File: src/rtl/pic_pkg.sv
package pic_pkg;

   localparam int unsigned REG_W = 16;

   typedef enum logic {
      SENSE_LEVEL = 1'b0,
      SENSE_FALL  = 1'b1
   } sense_e;

endpackage

File: src/rtl/pic_pin_sense.sv
module pic_pin_sense
   import pic_pkg::*;
(
   input  logic clk_i,
   input  logic rst_ni,
   input  logic pin_ni,
   input  logic sense_i,
   input  logic clr_i,
   output logic flag_o
);

   logic pin_q;
   logic edge_q;
   logic fall;

   assign fall = pin_q & ~pin_ni;

   always_ff @(posedge clk_i or negedge rst_ni) begin
      if (!rst_ni) begin
         pin_q  <= 1'b1;
         edge_q <= 1'b0;
      end else begin
         pin_q <= pin_ni;
         if (sense_i == SENSE_FALL) begin
            if (fall)
               edge_q <= 1'b1;
            else if (clr_i)
               edge_q <= 1'b0;
         end else begin
            edge_q <= 1'b0;
         end
      end
   end

   assign flag_o = (sense_i == SENSE_FALL) ? edge_q : ~pin_q;

endmodule

File: src/rtl/pic_regfile.sv
module pic_regfile
   import pic_pkg::*;
#(
   parameter int unsigned N_SRC  = 14,
   parameter int unsigned N_PIN  = 8,
   parameter int unsigned LVL_W  = 4,
   parameter int unsigned ADDR_W = 3
) (
   input  logic                   clk_i,
   input  logic                   rst_ni,
   input  logic                   wr_en_i,
   input  logic [ADDR_W-1:0]      addr_i,
   input  logic [REG_W-1:0]       wdata_i,
   input  logic [N_PIN-1:0]       flags_i,
   output logic [REG_W-1:0]       rdata_o,
   output logic [N_SRC*LVL_W-1:0] prio_o,
   output logic [N_PIN-1:0]       sense_o
);

   localparam int unsigned FPR        = REG_W / LVL_W;
   localparam int unsigned N_PRIO_REG = (N_SRC + FPR - 1) / FPR;
   localparam int unsigned SENSE_ADDR = N_PRIO_REG;
   localparam int unsigned FLAG_ADDR  = N_PRIO_REG + 1;

   logic [N_PIN-1:0] sense_q;

   for (genvar s = 0; s < N_SRC; s++) begin : g_field
      localparam int unsigned REG_IDX = s / FPR;
      localparam int unsigned LSB     = (s % FPR) * LVL_W;
      logic [LVL_W-1:0] field_q;
      always_ff @(posedge clk_i or negedge rst_ni) begin
         if (!rst_ni)
            field_q <= '0;
         else if (wr_en_i && int'(addr_i) == REG_IDX)
            field_q <= wdata_i[LSB +: LVL_W];
      end
      assign prio_o[s*LVL_W +: LVL_W] = field_q;
   end

   always_ff @(posedge clk_i or negedge rst_ni) begin
      if (!rst_ni)
         sense_q <= '0;
      else if (wr_en_i && int'(addr_i) == SENSE_ADDR)
         sense_q <= wdata_i[N_PIN-1:0];
   end

   assign sense_o = sense_q;

   always_comb begin
      rdata_o = '0;
      if (int'(addr_i) < N_PRIO_REG) begin
         for (int s = 0; s < N_SRC; s++) begin
            if (int'(addr_i) == s / FPR)
               rdata_o[(s % FPR) * LVL_W +: LVL_W] = prio_o[s*LVL_W +: LVL_W];
         end
      end else if (int'(addr_i) == SENSE_ADDR) begin
         rdata_o[N_PIN-1:0] = sense_q;
      end else if (int'(addr_i) == FLAG_ADDR) begin
         rdata_o[N_PIN-1:0] = flags_i;
      end
   end

endmodule

File: src/rtl/pic_arbiter.sv
module pic_arbiter #(
   parameter int unsigned N_SRC = 14,
   parameter int unsigned LVL_W = 4,
   parameter int unsigned SRC_W = 4
) (
   input  logic [N_SRC-1:0]       pend_i,
   input  logic [N_SRC*LVL_W-1:0] prio_i,
   output logic                   valid_o,
   output logic [LVL_W-1:0]       lvl_o,
   output logic [SRC_W-1:0]       idx_o
);

   always_comb begin
      valid_o = 1'b0;
      lvl_o   = '0;
      idx_o   = '0;
      for (int s = 0; s < N_SRC; s++) begin
         if (pend_i[s] && prio_i[s*LVL_W +: LVL_W] > lvl_o) begin
            valid_o = 1'b1;
            lvl_o   = prio_i[s*LVL_W +: LVL_W];
            idx_o   = SRC_W'(s);
         end
      end
   end

endmodule

File: src/rtl/prio_irq_ctrl.sv
module prio_irq_ctrl
   import pic_pkg::*;
#(
   parameter int unsigned N_PIN           = 8,
   parameter int unsigned N_PERIPH        = 6,
   parameter int unsigned LVL_W           = 4,
   parameter int unsigned VEC_W           = 8,
   parameter int unsigned ADDR_W          = 3,
   parameter int unsigned NMI_VEC         = 11,
   parameter int unsigned PIN_VEC_BASE    = 64,
   parameter int unsigned PERIPH_VEC_BASE = 72
) (
   input  logic                clk_i,
   input  logic                rst_ni,
   input  logic                wr_en_i,
   input  logic [ADDR_W-1:0]   addr_i,
   input  logic [REG_W-1:0]    wdata_i,
   output logic [REG_W-1:0]    rdata_o,
   input  logic                nmi_i,
   input  logic [N_PIN-1:0]    irq_ni,
   input  logic [N_PERIPH-1:0] periph_req_i,
   input  logic [LVL_W-1:0]    mask_i,
   input  logic                ack_i,
   output logic                req_o,
   output logic [LVL_W:0]      lvl_o,
   output logic [VEC_W-1:0]    vec_o
);

   localparam int unsigned N_SRC      = N_PIN + N_PERIPH;
   localparam int unsigned SRC_W      = $clog2(N_SRC);
   localparam int unsigned FPR        = REG_W / LVL_W;
   localparam int unsigned N_PRIO_REG = (N_SRC + FPR - 1) / FPR;
   localparam int unsigned TOP_LVL    = 1 << LVL_W;

   if (N_PIN < 1 || N_PIN > REG_W) begin : g_bad_pins
      $error("N_PIN must lie between 1 and the register width");
   end
   if (REG_W % LVL_W != 0) begin : g_bad_lvl
      $error("LVL_W must divide the register width");
   end
   if (N_PRIO_REG + 2 > (1 << ADDR_W)) begin : g_bad_addr
      $error("ADDR_W too narrow for the register map");
   end
   if (PERIPH_VEC_BASE + N_PERIPH > (1 << VEC_W) ||
       PIN_VEC_BASE + N_PIN > (1 << VEC_W) || NMI_VEC >= (1 << VEC_W)) begin : g_bad_vec
      $error("vector numbers do not fit VEC_W");
   end

   logic [N_SRC*LVL_W-1:0] prio;
   logic [N_PIN-1:0]       sense;
   logic [N_PIN-1:0]       pin_flag;
   logic [N_PIN-1:0]       pin_clr;
   logic [N_SRC-1:0]       pend;

   logic                   best_valid;
   logic [LVL_W-1:0]       best_lvl;
   logic [SRC_W-1:0]       best_idx;
   logic [VEC_W-1:0]       best_vec;

   logic                   nmi_q;
   logic                   nmi_pend;
   logic                   take;

   logic                   req_q;
   logic [LVL_W:0]         lvl_q;
   logic [VEC_W-1:0]       vec_q;
   logic [SRC_W-1:0]       src_q;
   logic                   nmi_sel_q;
   logic                   accept;

   pic_regfile #(
      .N_SRC (N_SRC),
      .N_PIN (N_PIN),
      .LVL_W (LVL_W),
      .ADDR_W(ADDR_W)
   ) u_regs (
      .clk_i  (clk_i),
      .rst_ni (rst_ni),
      .wr_en_i(wr_en_i),
      .addr_i (addr_i),
      .wdata_i(wdata_i),
      .flags_i(pin_flag),
      .rdata_o(rdata_o),
      .prio_o (prio),
      .sense_o(sense)
   );

   assign accept = req_q & ack_i;

   for (genvar i = 0; i < N_PIN; i++) begin : g_pin
      assign pin_clr[i] = accept & ~nmi_sel_q & (int'(src_q) == i);
      pic_pin_sense u_sense (
         .clk_i  (clk_i),
         .rst_ni (rst_ni),
         .pin_ni (irq_ni[i]),
         .sense_i(sense[i]),
         .clr_i  (pin_clr[i]),
         .flag_o (pin_flag[i])
      );
   end

   for (genvar s = 0; s < N_SRC; s++) begin : g_pend
      logic raw;
      if (s < N_PIN) begin : g_from_pin
         assign raw = pin_flag[s];
      end else begin : g_from_periph
         assign raw = periph_req_i[s - N_PIN];
      end
      assign pend[s] = raw & (prio[s*LVL_W +: LVL_W] != '0);
   end

   pic_arbiter #(
      .N_SRC(N_SRC),
      .LVL_W(LVL_W),
      .SRC_W(SRC_W)
   ) u_arb (
      .pend_i (pend),
      .prio_i (prio),
      .valid_o(best_valid),
      .lvl_o  (best_lvl),
      .idx_o  (best_idx)
   );

   always_comb begin
      if (int'(best_idx) < N_PIN)
         best_vec = VEC_W'(PIN_VEC_BASE + int'(best_idx));
      else
         best_vec = VEC_W'(PERIPH_VEC_BASE + int'(best_idx) - N_PIN);
   end

   always_ff @(posedge clk_i or negedge rst_ni) begin
      if (!rst_ni) begin
         nmi_q    <= 1'b0;
         nmi_pend <= 1'b0;
      end else begin
         nmi_q <= nmi_i;
         if (nmi_i & ~nmi_q)
            nmi_pend <= 1'b1;
         else if (accept & nmi_sel_q)
            nmi_pend <= 1'b0;
      end
   end

   assign take = nmi_pend | (best_valid & (best_lvl > mask_i));

   always_ff @(posedge clk_i or negedge rst_ni) begin
      if (!rst_ni) begin
         req_q     <= 1'b0;
         lvl_q     <= '0;
         vec_q     <= '0;
         src_q     <= '0;
         nmi_sel_q <= 1'b0;
      end else if (req_q) begin
         if (ack_i)
            req_q <= 1'b0;
      end else if (take) begin
         req_q     <= 1'b1;
         nmi_sel_q <= nmi_pend;
         src_q     <= best_idx;
         if (nmi_pend) begin
            lvl_q <= (LVL_W+1)'(TOP_LVL);
            vec_q <= VEC_W'(NMI_VEC);
         end else begin
            lvl_q <= {1'b0, best_lvl};
            vec_q <= best_vec;
         end
      end
   end

   assign req_o = req_q;
   assign lvl_o = lvl_q;
   assign vec_o = vec_q;

endmodule

File: config.mk
export PLATFORM = sky130hd
export DESIGN_NAME = prio_irq_ctrl
export DESIGN_NICKNAME = d
export VERILOG_FILES = /design/src/rtl/pic_pkg.sv /design/src/rtl/pic_pin_sense.sv /design/src/rtl/pic_regfile.sv /design/src/rtl/pic_arbiter.sv /design/src/rtl/prio_irq_ctrl.sv
export SDC_FILE = /design/constraint.sdc
export NUM_CORES = 1
export LEC_CHECK = 0
export BUFFER_PORTS_ARGS = -buffer_cell sky130_fd_sc_hd__clkbuf_2
export CAP_MARGIN = 30
export CORE_MARGIN = 2
export CORE_UTILIZATION = 65
export CTS_CLUSTER_SIZE = 14
export DETAILED_ROUTE_END_ITERATION = 8
export PLACE_DENSITY = 0.86
export SLEW_MARGIN = 20
export SYNTH_ARGS = -nofsm -noshare
export SYNTH_HDL_FRONTEND = slang
export SYNTH_SLANG_ARGS = --single-unit
File: constraint.sdc
create_clock -name clk_i -period 53.8 [get_ports clk_i]
set_clock_uncertainty 0.05 [all_clocks]
set_input_delay 5.38 -clock clk_i [delete_from_list [all_inputs] [get_ports clk_i]]
set_output_delay 5.38 -clock clk_i [all_outputs]
set_load 0.01 [all_outputs]
After elaboration in Yosys (flattened, before gate mapping). Index checks and enable logic that the tools add are counted.

Muxes and demuxes: 99. Order comparisons: 17. Add/subtract/negate cells: 3. Equality and inequality tests: 20. Reduce and logical (&&, ||, !) cells: 37. Bitwise operators: 55.

Operators with widths (number): $mux W4 (34); $gt A4 B4 Y1 (14); $reduce_bool A4 Y1 (14); $mux W1 (52); $mux W8 (6); $and A1 B1 Y1 (35); $ne A3 B1 Y1 const B (8); $logic_and A1 B1 Y1 (19); $not A1 Y1 (19); $add A7 B4 Y8 const A (2); $eq A4 B4 Y1 const B (4); $mux W3 (4); $eq A4 B3 Y1 const B (2); $sub A8 B4 Y8 const B (1); $eq A3 B2 Y1 const B (2); $eq A3 B3 Y1 const B (2); $mux W5 (1); $eq A4 B2 Y1 const B (1); $gt A4 B1 Y1 const B (1); $logic_not A4 Y1 (1); $lt A4 B4 Y1 const B (1); $mux W2 (2); $eq A3 B1 Y1 const B (1); $logic_not A3 Y1 (1); other kinds (4) (4).

Register bits: 101. Word-level logic and storage cells: 269. Output and inout port bits: 30. Input bits: 42.

Longest topological paths before layout.
Depth in word-level cells: 49. Mapped depth: 130. Mapped depth without buffers: 125.

Modules after synthesis. A second synthesis with hierarchy kept.

Cell total of the unflattened synthesis: 802. Area total of the unflattened synthesis: 7937.6 µm².

Modules (own cells, without submodules): pic_regfile (area each 3153.0 µm², cells an instance 217, times used 1, seq. area each 1601.5 µm²); pic_arbiter (area each 3070.4 µm², cells an instance 431, times used 1, seq. area each 0.0 µm²); prio_irq_ctrl (area each 1043.5 µm², cells an instance 98, times used 1, seq. area each 425.4 µm²); pic_pin_sense (area each 83.8 µm², cells an instance 7, times used 8, seq. area each 51.3 µm²).

Worst setup path before layout. OpenSTA, ideal clock, no wires.

Path kind: register to register. Start: reg g_pin[0].u_sense.pin_q. End: reg src_q[1]. Setup time: 127 ps. Data arrival time: 21737 ps. Data required time: 53623 ps. Path buffers: 5. Setup slack: 31885 ps. Clock period less this slack: 21915 ps. Cell stages (with the launch flop): 120. Path through: dfstp_2 or2b_1 and2_1 nand2_1 ha_1 nand4_1 o21ai_1 a211oi_2 buf_4 mux2_2 ha_1 inv_1 a21o_1 or3b_1 a21oi_1 nor2_2 a211o_1 a21oi_1 [84 not listed] o21a_1 o21a_1 o2111ai_1 clkbuf_1 inv_1 a211oi_1 a32o_1 a211oi_1 ha_1 nor2b_1 o21ai_0 nand2b_1 a21oi_1 a41oi_1 o21ai_0 a31o_4 buf_6 mux2_1.

Cells in the longest elaborated chain, start to end: 48. Elaborated cells on any way between the ends: 74. Those cells by class: 14 x order compare; 41 x mux; 4 x bitwise; 15 x reduce/logical.

RTL lines: from (decl) (line pic_pin_sense.sv:12) `logic pin_q;`; from (signal assigned) (line pic_pin_sense.sv:23) `pin_q <= pin_ni;`; $not A1 Y1 * (line pic_pin_sense.sv:35) `assign flag_o = (sense_i == SENSE_FALL) ? edge_q : ~pin_q;`; $mux W1 * (line pic_pin_sense.sv:35); $and A1 B1 Y1 * (line prio_irq_ctrl.sv:109) `assign pend[s] = raw & (prio[s*LVL_W +: LVL_W] != '0);`; $logic_and A1 B1 Y1 * (line pic_arbiter.sv:18) `if (pend_i[s] && prio_i[s*LVL_W +: LVL_W] > lvl_o) begin`; $mux W4 (line pic_arbiter.sv:18); $gt A4 B4 Y1 (line pic_arbiter.sv:18); $logic_and A1 B1 Y1 (line pic_arbiter.sv:18); $mux W4 (line pic_arbiter.sv:18); [32 not listed]; $mux W4 (line pic_arbiter.sv:18); $gt A4 B4 Y1 (line pic_arbiter.sv:18); $logic_and A1 B1 Y1 (line pic_arbiter.sv:18); $mux W4 (line pic_arbiter.sv:18); $gt A4 B4 Y1 (line prio_irq_ctrl.sv:144) `assign take = nmi_pend | (best_valid & (best_lvl > mask_i));`; $and A1 B1 Y1 (line prio_irq_ctrl.sv:144); $or A1 B1 Y1 (line prio_irq_ctrl.sv:144); $reduce_and A2 Y1 (no line); to (signal assigned) (line prio_irq_ctrl.sv:159) `src_q <= best_idx;`; to (decl) (line prio_irq_ctrl.sv:67) `logic [SRC_W-1:0] src_q;`.

Every way passes the cells marked *; elsewhere a longest branch is shown, timed or not. A chain may end at the register's enable or synchronous reset.

Final worst setup path.
Start: reg g_pin[0].u_sense.pin_q. End: reg lvl_q[0] (netlist: lvl_o[0]).

Cells in the longest elaborated chain, start to end: 48. Elaborated cells on any way between the ends: 63. Those cells by class: 14 x order compare; 30 x mux; 4 x bitwise; 15 x reduce/logical.

RTL lines: $not A1 Y1 * (line pic_pin_sense.sv:35); $mux W1 * (line pic_pin_sense.sv:35); $and A1 B1 Y1 * (line prio_irq_ctrl.sv:109); $logic_and A1 B1 Y1 * (line pic_arbiter.sv:18); $mux W4 (line pic_arbiter.sv:18); $gt A4 B4 Y1 (line pic_arbiter.sv:18); $logic_and A1 B1 Y1 (line pic_arbiter.sv:18); $mux W4 (line pic_arbiter.sv:18); [32 not listed]; $mux W4 (line pic_arbiter.sv:18); $gt A4 B4 Y1 (line pic_arbiter.sv:18); $logic_and A1 B1 Y1 (line pic_arbiter.sv:18); $mux W4 (line pic_arbiter.sv:18); $gt A4 B4 Y1 (line prio_irq_ctrl.sv:144); $and A1 B1 Y1 (line prio_irq_ctrl.sv:144); $or A1 B1 Y1 (line prio_irq_ctrl.sv:144); $reduce_and A2 Y1 (no line); to (signal assigned) (line prio_irq_ctrl.sv:161) `lvl_q <= (LVL_W+1)'(TOP_LVL);`; to (signal assigned) (line prio_irq_ctrl.sv:164) `lvl_q <= {1'b0, best_lvl};`; to (decl) (line prio_irq_ctrl.sv:65) `logic [LVL_W:0] lvl_q;`.

Marks and branches as above.

==> results.py <==
metrics = {
    "drt": {
        "wl_per_cell_um": 19.87,
        "first_pass_iters": 5,
        "drtIter0Drc": 585,
        "vias": 6936,
        "antenna_left": 0,
        "vias_per_cell": 6.631,
        "route.detailed.drc": 0,
        "totalWireLength_um": 20790,
    },
    "synthesis": {
        "avgSynthCellArea_um2": 9.012,
        "syn-cell-area_um2": 7606,
        "synth.area.top_cells": "dfrtp_1, mux2_2, ha_1",
        "async_flop_share": 1.000,
        "yosys_warnings": 0,
        "synth.ff_latch_count": 97,
        "synthMostInstantiatedCell": "dfrtp_1",
        "synth_edf_count": 0,
        "netlist_instances": 844,
        "yosys.cell_types.count": 86,
        "yosysTopAreaCellShare": 0.2928,
        "synth-main-ff-cell": "dfrtp_1",
        "ys_seq_area_frac": 0.3204,
        "synth_area_leader_cell": "dfrtp_1",
        "synth_common_cells": "dfrtp_1, inv_1, nand2_1",
    },
    "run_status": {
        "status": "complete, no violations",
    },
    "critical_path": {
        "crit_slowest_cell": "a211oi_2",
        "cpMostUsedCell": "ha_1",
        "path_class": "reg -> reg",
        "cp.required_ns": 53.98,
        "endpoint_kind": "flop",
        "cpPeakStageDelay_ns": 0.69,
        "startpoint_type": "flop",
        "cp_data_arrival_time_ns": 25.40,
        "path_max_fanout": 14,
    },
    "timing": {
        "setup-violations-final": 0,
        "fmax_mhz": 39.65,
        "grt_setup_unrepaired": "false",
        "tightest_slew_ns": 0.8600,
        "max_slew_margin": 0.4245,
        "final.min_clock_period_ns": 25.22,
        "hold_violations": 0,
        "drv_slew": 0,
        "timing.setup.tns_ns": 0,
        "finalCritPeriodShare": 0.4688,
    },
    "clocking": {
        "cts_tree": "done",
        "path_clk_slew_ns": 0.07,
        "post_cts_buffers": 0,
        "clock_sinks": 97,
        "tritoncts.num_buffers": 9,
        "cts_resized": 0,
        "cts_root_buf": "clkbuf_16",
        "cts_buffer_depth": 2,
        "clk_latency_ns": 0.35,
        "htree_levels": 3,
        "cts_hold_buf": 0,
    },
    "die": {
        "die_area_um2": 12580,
        "die_h_um": 112.2,
        "rows": 39,
        "core_um2": 11420,
        "ioPinCount": 72,
        "start_util": 0.6661,
        "die_w_um": 112.2,
    },
    "global_route": {
        "grtUsageMet1": 0.4509,
        "grt_max_degree": 50,
        "grt_util_met3": 0.05832,
        "grt_util_met2": 0.5369,
        "grt.total_usage": 0.3360,
        "antenna_found_initial": 0,
        "grt.overflow.total": 0,
        "grt_pass1_vias": 6646,
        "top_usage_layer": "met2",
        "grt_pass1_wl_um": 33710,
    },
    "hold_path": {
        "hold_path_class": "reg -> reg",
    },
    "finish": {
        "syn2layout_area_growth_pct": 9.525,
        "nets": 986,
        "antennaDiodeCount": 0,
        "drive_gt1_frac": 0.2204,
    },
    "placed_design": {
        "io_buffers": 68,
        "place_congestion": 0.9577,
        "dp_hpwl_um": 15980,
    },
    "job": {
        "maxCapViolCount": 0,
    },
}
through the flow:
step	setup slack (ns)	instances	instance area [um^2]	hold WS [ns]	utilization
3_3_place_gp	29.55	1027	8014	0.3680	0.7018
3_5_place_dp	28.98	1030	8043	0.3983	0.7044
5_1_grt	26.57	1046	8330	0.4350	0.7296
6_report	28.58	1046	8330	0.4109	0.7296
4_1_cts	28.85	1046	8323	0.4120	0.7289
2_1_floorplan	31.89	846	7614	0.3596	-
cells by family after synthesis:
| kind of cell | Yosys count | synth area share |
|---|---|---|
| AO/OA/AOI/OAI | 247 | 0.2308 |
| XOR/XNOR | 3 | 0.003455 |
| adder cells (fa/ha/maj) | 47 | 0.07699 |
| buffers and inverters | 108 | 0.05840 |
| flip-flops | 97 | 0.3204 |
| multiplexers | 93 | 0.1469 |
| other | 1 | 0.0004930 |
| AND/OR/NAND/NOR | 248 | 0.1625 |
layout make-up:
cell class              instances  area [um^2]
inverters                      74        277.8
multi-input cells             641         4755
flip-flops and latches         97         2437
fillers                       828         3088
well taps                     143        178.9
clock buffers                  10        229.0
clock inverters                 6        51.30
repair buffers                 75        401.6
flip-flops by register name, indices dropped and copies added, names as in the netlist:
name	count
nmi_pend	1
src_q	4
g_pin.u_sense.pin_q	8
u_regs.sense_o	8
nmi_q	1
req_o	1
g_pin.u_sense.edge_q	8
u_regs.g_field.field_q	56
vec_o	5
lvl_o	5
layout by cell type, fill, tap and decap left out, types with 6 or more instances in the layout:
master,Yosys,final
dfrtp_1,89,89
inv_1,74,74
clkbuf_2,0,67
nand2_1,66,66
o21ai_0,65,65
nor2_1,64,64
mux2_2,59,59
ha_1,46,46
a21oi_1,44,44
nand3_1,20,20
mux2i_1,19,19
a21o_1,16,16
a211oi_1,15,15
and2_1,14,14
nor3_1,15,13
nand2b_1,10,10
and3_1,10,10
o211ai_1,9,9
clkbuf_16,0,9
mux4_2,8,8
dfstp_2,8,8
nor2b_1,7,7
or3_1,7,7
o31ai_1,6,6
mux2_1,6,6
o41ai_1,7,6
o21a_1,6,6
a311oi_1,6,6
routing by layer:
metal	part of all wire	wire length [um]
met1	0.40	8370
met2	0.48	9899
met3	0.078	1613
met4	0.044	905
met5	0	0
critical path: cells and delay by family, from the launching register on:
kind                       cells  cell delay (ns)
muxes                          8             2.35
and+or+nand+nor               29             5.27
AOI/OAI and AO/OA             56            11.91
adders and majority gates     15             4.24
buffers and inverters          8             0.71
DFF                            1             0.52
worst paths after layout:
kind	startpoint	endpoint	slack, ns	depth (start not counted)
setup / recovery	g_pin[0].u_sense.pin_q	lvl_o[0]	28.58	116
hold / removal	nmi_q	nmi_pend	0.41	1
setup reg to reg	g_pin[0].u_sense.pin_q	lvl_o[0]	28.58	116
hold reg to reg	nmi_q	nmi_pend	0.41	1
max in group asynchronous	rst_ni	g_pin[7].u_sense.pin_q	47.74	3
min in group asynchronous	rst_ni	g_pin[2].u_sense.edge_q	4.82	1
Power is left out: the tool's default activity adds up to more than one toggle a clock period on the data nets, which glitch-free logic cannot reach.
